## src/rtl/aal5_seg_pkg.sv

```systemverilog
package aal5_seg_pkg;

  localparam int unsigned LEN_W = 16;
  localparam logic [31:0] CRC_GEN = 32'h04C11DB7;

  typedef enum logic [2:0] {
    ST_START,
    ST_ENC,
    ST_DATA,
    ST_PAD,
    ST_TRL,
    ST_SEND
  } fill_st_e;

  // One byte of the MSB-first CRC-32 shift.
  function automatic logic [31:0] crc32_step(input logic [31:0] c, input logic [7:0] d);
    logic [31:0] r;
    r = c;
    for (int i = 7; i >= 0; i--) begin
      if (r[31] ^ d[i]) r = {r[30:0], 1'b0} ^ CRC_GEN;
      else              r = {r[30:0], 1'b0};
    end
    return r;
  endfunction

  // Number of encapsulation bytes for a mode.
  function automatic logic [3:0] encap_len(input logic [1:0] mode);
    case (mode)
      2'd1:    return 4'd8;
      2'd2:    return 4'd2;
      2'd3:    return 4'd4;
      default: return 4'd0;
    endcase
  endfunction

  // Encapsulation byte at index idx for a mode.
  function automatic logic [7:0] encap_byte(input logic [1:0] mode, input logic [2:0] idx);
    logic [7:0] b;
    b = 8'h00;
    case (mode)
      2'd1: begin
        case (idx)
          3'd0, 3'd1: b = 8'hAA;
          3'd2:       b = 8'h03;
          3'd6:       b = 8'h08;
          default:    b = 8'h00;
        endcase
      end
      2'd2: b = (idx == 3'd1) ? 8'h21 : 8'h00;
      2'd3: begin
        case (idx)
          3'd0:    b = 8'hFF;
          3'd1:    b = 8'h03;
          3'd3:    b = 8'h21;
          default: b = 8'h00;
        endcase
      end
      default: b = 8'h00;
    endcase
    return b;
  endfunction

endpackage

```

## src/rtl/aal5_seg_crc.sv

```systemverilog
module aal5_seg_crc
  import aal5_seg_pkg::*;
(
  input  logic             clk,
  input  logic             rst_n,
  input  logic             clr,
  input  logic             crc_en,
  input  logic             len_en,
  input  logic [7:0]       din,
  output logic [31:0]      crc,
  output logic [LEN_W-1:0] len
);

  always_ff @(posedge clk or negedge rst_n) begin
    if (!rst_n) begin
      crc <= '1;
      len <= '0;
    end else if (clr) begin
      crc <= '1;
      len <= '0;
    end else begin
      if (crc_en) crc <= crc32_step(crc, din);
      if (len_en) len <= len + LEN_W'(1);
    end
  end

endmodule

```

## src/rtl/aal5_seg_buf.sv

```systemverilog
module aal5_seg_buf #(
  parameter int unsigned PAYLOAD_BYTES = 48,
  localparam int unsigned IDX_W = $clog2(PAYLOAD_BYTES + 1)
) (
  input  logic             clk,
  input  logic             we,
  input  logic [IDX_W-1:0] wr_addr,
  input  logic [7:0]       wd,
  input  logic [IDX_W-1:0] rd_addr,
  output logic [7:0]       rd_data
);

  logic [7:0] mem [PAYLOAD_BYTES];

  always_ff @(posedge clk) begin
    if (we && (wr_addr < IDX_W'(PAYLOAD_BYTES))) mem[wr_addr] <= wd;
  end

  always_comb begin
    rd_data = 8'h00;
    for (int k = 0; k < PAYLOAD_BYTES; k++) begin
      if (rd_addr == IDX_W'(k)) rd_data = mem[k];
    end
  end

endmodule

```

## src/rtl/aal5_seg_emit.sv

```systemverilog
module aal5_seg_emit #(
  parameter int unsigned HDR_BYTES     = 5,
  parameter int unsigned PAYLOAD_BYTES = 48,
  parameter int unsigned PTI_BYTE      = 3,
  localparam int unsigned CELL_BYTES = HDR_BYTES + PAYLOAD_BYTES,
  localparam int unsigned POS_W      = $clog2(CELL_BYTES),
  localparam int unsigned IDX_W      = $clog2(PAYLOAD_BYTES + 1)
) (
  input  logic                   clk,
  input  logic                   rst_n,
  input  logic                   active,
  input  logic                   eom,
  input  logic [8*HDR_BYTES-1:0] hdr,
  input  logic [7:0]             rd_data,
  output logic [IDX_W-1:0]       rd_addr,
  input  logic                   out_ready,
  output logic                   out_valid,
  output logic [7:0]             out_data,
  output logic                   out_cell_end
);

  logic [POS_W-1:0] pos;
  logic             fire;
  logic             at_end;
  logic [7:0]       hb;

  assign fire   = active && out_ready;
  assign at_end = (pos == POS_W'(CELL_BYTES - 1));

  always_ff @(posedge clk or negedge rst_n) begin
    if (!rst_n)    pos <= '0;
    else if (fire) pos <= at_end ? '0 : pos + POS_W'(1);
  end

  always_comb begin
    hb = 8'h00;
    for (int k = 0; k < HDR_BYTES; k++) begin
      if (pos == POS_W'(k)) begin
        hb = hdr[8*(HDR_BYTES-1-k) +: 8];
        if (k == PTI_BYTE) hb[1] = eom;
      end
    end
  end

  assign rd_addr      = IDX_W'(pos - POS_W'(HDR_BYTES));
  assign out_valid    = active;
  assign out_data     = (pos < POS_W'(HDR_BYTES)) ? hb : rd_data;
  assign out_cell_end = fire && at_end;

endmodule

```

## src/rtl/aal5_segmenter.sv

```systemverilog
module aal5_segmenter
  import aal5_seg_pkg::*;
#(
  parameter int unsigned HDR_BYTES     = 5,
  parameter int unsigned PAYLOAD_BYTES = 48,
  parameter int unsigned TRL_BYTES     = 8
) (
  input  logic                   clk,
  input  logic                   rst_n,
  input  logic [1:0]             cfg_encap,
  input  logic [7:0]             cfg_uu,
  input  logic [7:0]             cfg_cpi,
  input  logic [8*HDR_BYTES-1:0] cfg_hdr,
  input  logic                   in_valid,
  output logic                   in_ready,
  input  logic [7:0]             in_data,
  input  logic                   in_last,
  output logic                   out_valid,
  input  logic                   out_ready,
  output logic [7:0]             out_data,
  output logic                   out_cell_end
);

  localparam int unsigned IDX_W     = $clog2(PAYLOAD_BYTES + 1);
  localparam int unsigned SUB_W     = $clog2(TRL_BYTES);
  localparam int unsigned PAD_LIMIT = PAYLOAD_BYTES - TRL_BYTES;

  fill_st_e         st;
  logic [IDX_W-1:0] wr_idx;
  logic [SUB_W-1:0] sub_idx;
  logic             trl_here;   // current cell carries the trailer
  logic             pend_trl;   // a trailer-only cell must follow

  logic             buf_we;
  logic [7:0]       buf_wd;
  logic [IDX_W-1:0] rd_addr;
  logic [7:0]       rd_data;
  logic             crc_clr, crc_en, len_en;
  logic [31:0]      crc_val;
  logic [LEN_W-1:0] len_val;
  logic [3:0]       enc_n;
  logic             in_fire;
  logic [IDX_W-1:0] pad_target;
  logic [7:0]       trl_b;

  assign enc_n      = encap_len(cfg_encap);
  assign in_ready   = (st == ST_DATA);
  assign in_fire    = in_valid && in_ready;
  assign pad_target = trl_here ? IDX_W'(PAD_LIMIT) : IDX_W'(PAYLOAD_BYTES);

  // Trailer byte selection
  always_comb begin
    case (sub_idx)
      SUB_W'(0): trl_b = cfg_uu;
      SUB_W'(1): trl_b = cfg_cpi;
      SUB_W'(2): trl_b = len_val[15:8];
      SUB_W'(3): trl_b = len_val[7:0];
      SUB_W'(4): trl_b = ~crc_val[31:24];
      SUB_W'(5): trl_b = ~crc_val[23:16];
      SUB_W'(6): trl_b = ~crc_val[15:8];
      default:   trl_b = ~crc_val[7:0];
    endcase
  end

  // Write-side control
  always_comb begin
    buf_we  = 1'b0;
    buf_wd  = 8'h00;
    crc_clr = 1'b0;
    crc_en  = 1'b0;
    len_en  = 1'b0;
    case (st)
      ST_START: crc_clr = 1'b1;
      ST_ENC: begin
        buf_we = 1'b1;
        buf_wd = encap_byte(cfg_encap, 3'(sub_idx));
        crc_en = 1'b1;
        len_en = 1'b1;
      end
      ST_DATA: begin
        if (in_fire) begin
          buf_we = 1'b1;
          buf_wd = in_data;
          crc_en = 1'b1;
          len_en = 1'b1;
        end
      end
      ST_PAD: begin
        if (wr_idx != pad_target) begin
          buf_we = 1'b1;
          crc_en = 1'b1;
        end
      end
      ST_TRL: begin
        buf_we = 1'b1;
        buf_wd = trl_b;
        crc_en = (sub_idx < SUB_W'(4));
      end
      default: ;
    endcase
  end

  // Fill sequencer
  always_ff @(posedge clk or negedge rst_n) begin
    if (!rst_n) begin
      st       <= ST_START;
      wr_idx   <= '0;
      sub_idx  <= '0;
      trl_here <= 1'b0;
      pend_trl <= 1'b0;
    end else begin
      case (st)
        ST_START: begin
          wr_idx   <= '0;
          sub_idx  <= '0;
          trl_here <= 1'b0;
          pend_trl <= 1'b0;
          st       <= (enc_n != 4'd0) ? ST_ENC : ST_DATA;
        end
        ST_ENC: begin
          wr_idx <= wr_idx + IDX_W'(1);
          if ({1'b0, sub_idx} == SUB_W'(enc_n - 4'd1)) begin
            sub_idx <= '0;
            st      <= ST_DATA;
          end else begin
            sub_idx <= sub_idx + SUB_W'(1);
          end
        end
        ST_DATA: begin
          if (in_fire) begin
            wr_idx <= wr_idx + IDX_W'(1);
            if (in_last) begin
              if (wr_idx < IDX_W'(PAD_LIMIT)) trl_here <= 1'b1;
              else                            pend_trl <= 1'b1;
              st <= ST_PAD;
            end else if (wr_idx == IDX_W'(PAYLOAD_BYTES - 1)) begin
              st <= ST_SEND;
            end
          end
        end
        ST_PAD: begin
          if (wr_idx == pad_target) begin
            sub_idx <= '0;
            st      <= trl_here ? ST_TRL : ST_SEND;
          end else begin
            wr_idx <= wr_idx + IDX_W'(1);
          end
        end
        ST_TRL: begin
          wr_idx  <= wr_idx + IDX_W'(1);
          sub_idx <= sub_idx + SUB_W'(1);
          if (sub_idx == SUB_W'(TRL_BYTES - 1)) st <= ST_SEND;
        end
        ST_SEND: begin
          if (out_cell_end) begin
            wr_idx <= '0;
            if (trl_here) begin
              st <= ST_START;
            end else if (pend_trl) begin
              trl_here <= 1'b1;
              pend_trl <= 1'b0;
              st       <= ST_PAD;
            end else begin
              st <= ST_DATA;
            end
          end
        end
        default: st <= ST_START;
      endcase
    end
  end

  aal5_seg_crc u_crc (
    .clk    (clk),
    .rst_n  (rst_n),
    .clr    (crc_clr),
    .crc_en (crc_en),
    .len_en (len_en),
    .din    (buf_wd),
    .crc    (crc_val),
    .len    (len_val)
  );

  aal5_seg_buf #(.PAYLOAD_BYTES(PAYLOAD_BYTES)) u_buf (
    .clk     (clk),
    .we      (buf_we),
    .wr_addr (wr_idx),
    .wd      (buf_wd),
    .rd_addr (rd_addr),
    .rd_data (rd_data)
  );

  aal5_seg_emit #(
    .HDR_BYTES     (HDR_BYTES),
    .PAYLOAD_BYTES (PAYLOAD_BYTES),
    .PTI_BYTE      (3)
  ) u_emit (
    .clk          (clk),
    .rst_n        (rst_n),
    .active       (st == ST_SEND),
    .eom          (trl_here),
    .hdr          (cfg_hdr),
    .rd_data      (rd_data),
    .rd_addr      (rd_addr),
    .out_ready    (out_ready),
    .out_valid    (out_valid),
    .out_data     (out_data),
    .out_cell_end (out_cell_end)
  );

endmodule

```

## config.mk

```make
export PLATFORM = sky130hd
export DESIGN_NAME = aal5_segmenter
export DESIGN_NICKNAME = d
export VERILOG_FILES = /design/src/rtl/aal5_seg_pkg.sv /design/src/rtl/aal5_seg_crc.sv /design/src/rtl/aal5_seg_buf.sv /design/src/rtl/aal5_seg_emit.sv /design/src/rtl/aal5_segmenter.sv
export SDC_FILE = /design/constraint.sdc
export NUM_CORES = 1
export LEC_CHECK = 0
export CAP_MARGIN = 20
export CORE_UTILIZATION = 32
export CTS_CLUSTER_SIZE = 24
export DETAILED_ROUTE_END_ITERATION = 8
export MAX_ROUTING_LAYER = met4
export PLACE_DENSITY_LB_ADDON = 0.15
export SYNTH_ARGS = -nofsm -noshare
export SYNTH_HDL_FRONTEND = slang
export SYNTH_SLANG_ARGS = --single-unit
```

## constraint.sdc

```tcl
create_clock -name clk -period 4.19 [get_ports clk]
set_clock_uncertainty 0.05 [all_clocks]
set_input_delay 0.6285 -clock clk [delete_from_list [all_inputs] [get_ports clk]]
set_output_delay 0.6285 -clock clk [all_outputs]
set_load 0.02 [all_outputs]
```

# ---- Word-level counts from Yosys, hierarchy flattened
# Memory sizes are Yosys's and may differ from the RTL's.
# Cells that the tools add are included.
# W data, S select, Z words.
dict set report totals {
  output_inout_bits 11
  register_bits 68
  inputBits 71
  ram_bits 384
  word_cells 272
  n_memories 1
}
dict set report classes {
  n_eq_ne 82
  n_bitwise 20
  mux 130
  add_sub_neg 6
  magnitude_cmp 4
  reduce_logical 21
}
# name depth word_bits rd rd_ports_with_merged_regs write_ports line_no
set mem_list {}
lappend mem_list {u_buf.mem 48 8 48 0 1 aal5_seg_buf.sv:13} ;# logic [7:0] mem [PAYLOAD_BYTES];
# operator count
set op_table {}
lappend op_table {{$mux W32} 16}
lappend op_table {{$mux W8} 55}
lappend op_table {{$mux W27} 8}
lappend op_table {{$not A14 Y14} 8}
lappend op_table {{$eq A6 B6 Y1 const B} 18}
lappend op_table {{$eq A6 B5 Y1 const B} 16}
lappend op_table {{$pmux W8 S3} 4}
lappend op_table {{$pmux W8 S7} 1}
lappend op_table {{$eq A6 B4 Y1 const B} 8}
lappend op_table {{$mux W16} 2}
lappend op_table {{$not A8 Y8} 4}
lappend op_table {{$eq A6 B3 Y1 const B} 5}
lappend op_table {{$mux W6} 5}
lappend op_table {{$pmux W6 S5} 1}
lappend op_table {{$mux W3} 9}
lappend op_table {{$eq A6 B2 Y1 const B} 4}
lappend op_table {{$eq A3 B3 Y1 const B} 6}
lappend op_table {{$mux W1} 18}
lappend op_table {{$pmux W3 S6} 1}
lappend op_table {{$add A16 B1 Y16 const B} 1}
lappend op_table {{$ne A2 B2 Y1 const B} 7}
lappend op_table {{$add A6 B1 Y6 const B} 2}
lappend op_table {{$eq A3 B2 Y1 const B} 4}
lappend op_table {{$eq A6 B1 Y1 const B} 2}
lappend op_table {{other kinds (34)} 58}

# ---- Logic depth before layout (Yosys ltp)
dict set report depth {
  ltp_word 51
  ltp_mapped 17
  mapped_depth_nobuf 11
}

# ---- Cells and area by module
# A second synthesis with hierarchy kept.
dict set report unflattened {
  cells_unflattened 1870
  hier_area_um2 22569.1
}
# mod seq_area_each_um2 area_each_um2 cells_each instances
set by_module_without_submodules {}
lappend by_module_without_submodules {aal5_seg_buf 11531.1 16968.8 1230 1}
lappend by_module_without_submodules {aal5_seg_crc 1241.2 2834.0 262 1}
lappend by_module_without_submodules {aal5_segmenter 350.3 1903.1 250 1}
lappend by_module_without_submodules {aal5_seg_emit 150.1 863.3 128 1}

# ---- Worst setup path before layout
# Ideal clock, no wire load.
dict set report synth_timing {
  kind {flip-flop to flip-flop}
  from {reg sub_idx[0]}
  to {mem u_buf.mem[0][6] (data pin)}
  t_arrival_ps 3899
  synth_period_minus_slack_ps 4527
  path_stages_with_launch 10
  t_required_ps 3562
  path_slack_ps -337
  setup_ps 578
  n_path_buf 2
  path_cell_list {dfrtp_1 ha_1 ha_1 buf_6 or4_4 buf_6 nor2_1 a21oi_1 and2_1 o21ai_0}
}
dict set report synth_between {
  elab_chain_cells 4
  word_cells_on_any_way 11
  cone_classes {6 x eq/ne; 4 x mux; 1 x reduce/logical}
}
# element line_no
set synth_lines {}
lappend synth_lines {{from (decl)} aal5_segmenter.sv:30} ;# logic [SUB_W-1:0] sub_idx;
lappend synth_lines {{from (signal assigned)} aal5_segmenter.sv:126} ;# sub_idx <= sub_idx + SUB_W'(1);
lappend synth_lines {{from (signal assigned)} aal5_segmenter.sv:151} ;# sub_idx <= sub_idx + SUB_W'(1);
lappend synth_lines {{$eq A3 B2 Y1 (tied with other cells)} {aal5_seg_pkg.sv:51, aal5_segmenter.sv:53}}
lappend synth_lines {{$pmux W8 S3} aal5_seg_pkg.sv:51} ;# case (idx)
lappend synth_lines {{$pmux W8 S3} aal5_seg_pkg.sv:40} ;# case (mode)
lappend synth_lines {{$pmux W8 S3 *} aal5_segmenter.sv:72} ;# case (st)
lappend synth_lines {{net buf_wd[6]} aal5_segmenter.sv:35} ;# logic [7:0] buf_wd;
lappend synth_lines {{to (decl)} aal5_seg_buf.sv:13}
# Mark *: on every way through the listed nets, which the timed path passes. The rest lies on a longest branch.

# ---- Worst setup path after layout
dict set report layout_timing {
  from {reg u_emit.pos[1]}
  to {out out_data[0]}
}
dict set report layout_between {
  elab_chain_cells 51
  word_cells_on_any_way 109
  cone_classes {1 x add/sub; 1 x order compare; 51 x eq/ne; 54 x mux; 2 x reduce/logical}
}
# element line_no
set layout_lines {}
lappend layout_lines {{from (decl)} aal5_seg_emit.sv:22} ;# logic [POS_W-1:0] pos;
lappend layout_lines {{from (signal assigned)} aal5_seg_emit.sv:32} ;# else if (fire) pos <= at_end ? '0 : pos + POS_W'(1);
lappend layout_lines {{$sub A6 B3 Y6} aal5_seg_emit.sv:45} ;# assign rd_addr = IDX_W'(pos - POS_W'(HDR_BYTES));
lappend layout_lines {{$logic_not A6 Y1} aal5_seg_buf.sv:22} ;# if (rd_addr == IDX_W'(k)) rd_data = mem[k];
lappend layout_lines {{$mux W8 (48 in a row)} aal5_seg_buf.sv:22}
lappend layout_lines {{$mux W8 *} aal5_seg_emit.sv:47} ;# assign out_data = (pos < POS_W'(HDR_BYTES)) ? hb : rd_data;
lappend layout_lines {{to (decl)} aal5_segmenter.sv:20} ;# output logic [7:0] out_data,
# Every way passes the cells marked *; elsewhere a longest branch is shown, timed or not.

==> impl_metrics.json <==
{
  "status": "finished with violations",
  "failed_checks": "negative setup slack",
  "synthFlopType": "edfxtp_1",
  "comb_power_share_pct": 55.6,
  "final_area_sq_um": 31000,
  "clk_latency_ns": 0.60,
  "max-vdd-ir-drop_uv": 586,
  "cp.required_ns": 3.51,
  "syn_avg_cell_area_sq_um": 11.7,
  "cts_made_buffers": 51,
  "cp_slowest_cell": "or3_4",
  "syn_area_sq_um": 22500,
  "finish.utilization_pct": 44.9,
  "cts.clk_slew.worst_paths_ns": 0.06,
  "finalSetupViolCount": 8,
  "critPathMostFrequentCell": "buf_4",
  "syn_inst": 1919,
  "antenna_left": 0,
  "wire_per_inst_microns": 26.7,
  "ys_ff_latch": 452,
  "cpPeakStageDelay_ns": 0.41,
  "period_minus_slack_ns": 4.81,
  "critPathKind": "flip-flop to output port",
  "clock_path_buffers": 3,
  "syn-num-nets": 2004,
  "drtPass1Iterations": 5,
  "fin_crit_sh_pct": 115,
  "grt_max_degree": 69,
  "nFillCells": 6435,
  "ys_top_cells_by_area": "edfxtp_1, dfrtp_1, dfstp_2",
  "place_ws_ns": -0.887,
  "layout_commonest_cell": "buf_4",
  "synth_top_cell_area_share_pct": 51.3,
  "globalplace.congestion": 0.934,
  "area_growth_pct": 38.0,
  "p_int_uw": 14700,
  "antenna_found_initial": 1,
  "leakage_uw": 0.0112,
  "rsz0062_at_grt": "yes",
  "layout_setup_ws_ns": -0.620,
  "maxCapViolCount": 0,
  "vias": 19300,
  "synthArstFlopShare_pct": 15.0,
  "grtUsageTotal_pct": 26.5,
  "start_kind": "flip-flop",
  "drtIter0Drc": 1964,
  "ctsRootBufferMaster": "clkbuf_16",
  "routed_via_density": 5.60,
  "grt_pass1_vias": 19400,
  "cp_num_buf_inv": 9,
  "die_x_microns": 267,
  "seq_area_frac_synth_pct": 59.0,
  "synthDistinctLibCells": 115,
  "drc_errors": 0,
  "pwr-share-clk_pct": 18.9,
  "arrival_ns": 4.13,
  "switching_share_pct": 41.8,
  "postPlaceCellArea_sq_um": 27800,
  "numPortBuffers": 80,
  "nets": 2565,
  "hold_slack_ns": 0.193,
  "hold_viol": 0,
  "ios": 82,
  "yosys.area.top_type": "edfxtp_1",
  "clock-sinks": 452,
  "initial_core_util_pct": 32.6,
  "rows": 96,
  "maxSlewHeadroom_pct": 37.2,
  "route.final.wire_length_mm": 92.2,
  "core_sq_um": 69100,
  "worstSetupEndpointType": "output port",
  "seqPwrFrac_pct": 25.4,
  "fp.dieH_microns": 267,
  "cts_tree": "yes",
  "layout.cells.most_common_list": "buf_4, edfxtp_1, nor2_1",
  "maxSlewViolCount": 0,
  "path_cells": "buf_6, nor3_4, buf_6, o31ai_4, buf_12, buf_4, buf_4, nand2_1, buf_4, o32ai_2, or3_4, a311oi_2, buf_4, o211ai_1, buf_4, a211o_4, a21oi_4, buf_6",
  "critPathTopFamily": "buffers and inverters",
  "grt_pass1_wl_mm": 133,
  "die_area_sq_um": 71400,
  "tightest_slew_ns": 0.942,
  "crit_fanout": 15,
  "dpl.hpwl_mm": 66.8,
  "synth_edf_count": 384,
  "drive_gt1_share_pct": 34.0,
  "hold_path_class": "input pin to async pin",
  "overflow": 0,
  "max_freq_mhz": 208,
  "switchingPower_uw": 10600,
  "power_density_nw_per_um2": 813,
  "h-tree-depth": 2,
  "yosys_warnings": 0,
  "power_uw": 25200
}
-- power by group through the flow --
stage / Sequential, uW / Clock, uW / Combinational [uW]
floorplan: 6380 / 0 / 6910
global placement: 6490 / 0 / 12600
detailed placement: 6500 / 0 / 12600
CTS: 6420 / 4860 / 13600
global route: 6480 / 5020 / 14900
finish: 6420 / 4780 / 14000
-- worst register-to-register path: cells and delay by family, from the launching register on --
kind,cells,cell delay [ns]
compound gates,4,1.33
xor+xnor,4,1.19
fa+ha+maj,1,0.45
buf+inv,1,0.13
flops,1,0.49
simple gates,1,0.13
-- what timing repair did --
action	4_1_cts	5_1_grt
endpoints found under the setup margin	8	8
gates resized for setup	217	38
gates cloned	0	1
hold buffers	0	0
pin swaps	44	24
setup buffers	40	18
endpoints found under the hold margin	0	0
-- cells by family (layout without fill, tap and decap cells) --
family                     after synthesis  after routing  synth area share (%)
and+or+nand+nor                        653            653                  14.0
xor gates and xnor gates                87             87                  3.95
DFF                                    452            452                  59.0
muxes                                    9              9                 0.428
adders and majority gates               14             14                 0.779
buffers and inverters                  127            729                  2.63
AOI/OAI and AO/OA                      577            577                  19.2
other                                    0              1                     0
-- state kept, by name (all words and copies together), names as in the netlist --
name,flops
wr_idx,6
st,3
u_crc.len,16
u_emit.pos,6
trl_here,1
u_buf.mem,384
pend_trl,1
u_crc.crc,32
sub_idx,3
-- cell type report --
type                            count  area (sq um)  share of cell area [%]
Sequential cell                   452         13300                    42.8
Multi-Input combinational cell   1340          9600                    30.9
Timing Repair Buffer              610          5140                    16.6
Clock buffer                       63          1360                    4.39
Tap cell                          931          1160                    3.75
Clock inverter                     31           399                    1.29
Inverter                           25          93.8                   0.302
Antenna cell                        1          2.50                 0.00806
-- path summary, 6_finish.rpt --
path,endpoint,cells past startpoint,slack [ns],from
hold / removal,u_crc.len[9],2,0.19,rst_n
setup reg to reg,u_crc.crc[14],11,0.35,sub_idx[1]
min in group clk,u_crc.len[15],2,0.50,u_crc.len[15]
hold reg to reg,u_crc.len[15],2,0.50,u_crc.len[15]
max in group asynchronous,u_emit.pos[3],2,3.21,rst_n
setup / recovery,out_data[0],18,-0.62,u_emit.pos[1]
-- synthesized netlist by cell type, drive strengths merged, types with 21 or more instances --
cell and number:
o22ai 31, nand2 171, nand2b 26, inv 24, dfstp 32, a221oi 28
dfrtp 36, nand4 21, o21ai 94, nand3 53, o221ai 21, o211ai 27
a2111oi 21, clkbuf 49, a22oi 33, a21oi 122, nor3 70, edfxtp 384
nor2 198, buf 53, xor2 40, xnor2 47, nor2b 22
-- routing by layer --
layer  up-vias  GRT usage [%]  wire (microns)
li1       8643              -               -
met1      9739           35.0           40200
met2       791           40.3           41900
met3       161           4.70            6160
met4         0           10.6            4000
met5         -              -               0
-- per-stage QoR --
step / setup TNS, ns / instances
2_1_floorplan: 0 / 1919
3_3_place_gp: -5.72 / 3298
3_5_place_dp: -5.72 / 3299
4_1_cts: -4.27 / 3432
5_1_grt: -4.91 / 3453
6_report: -3.95 / 3453
No activity file was read; power rests on OpenSTA's default activity.
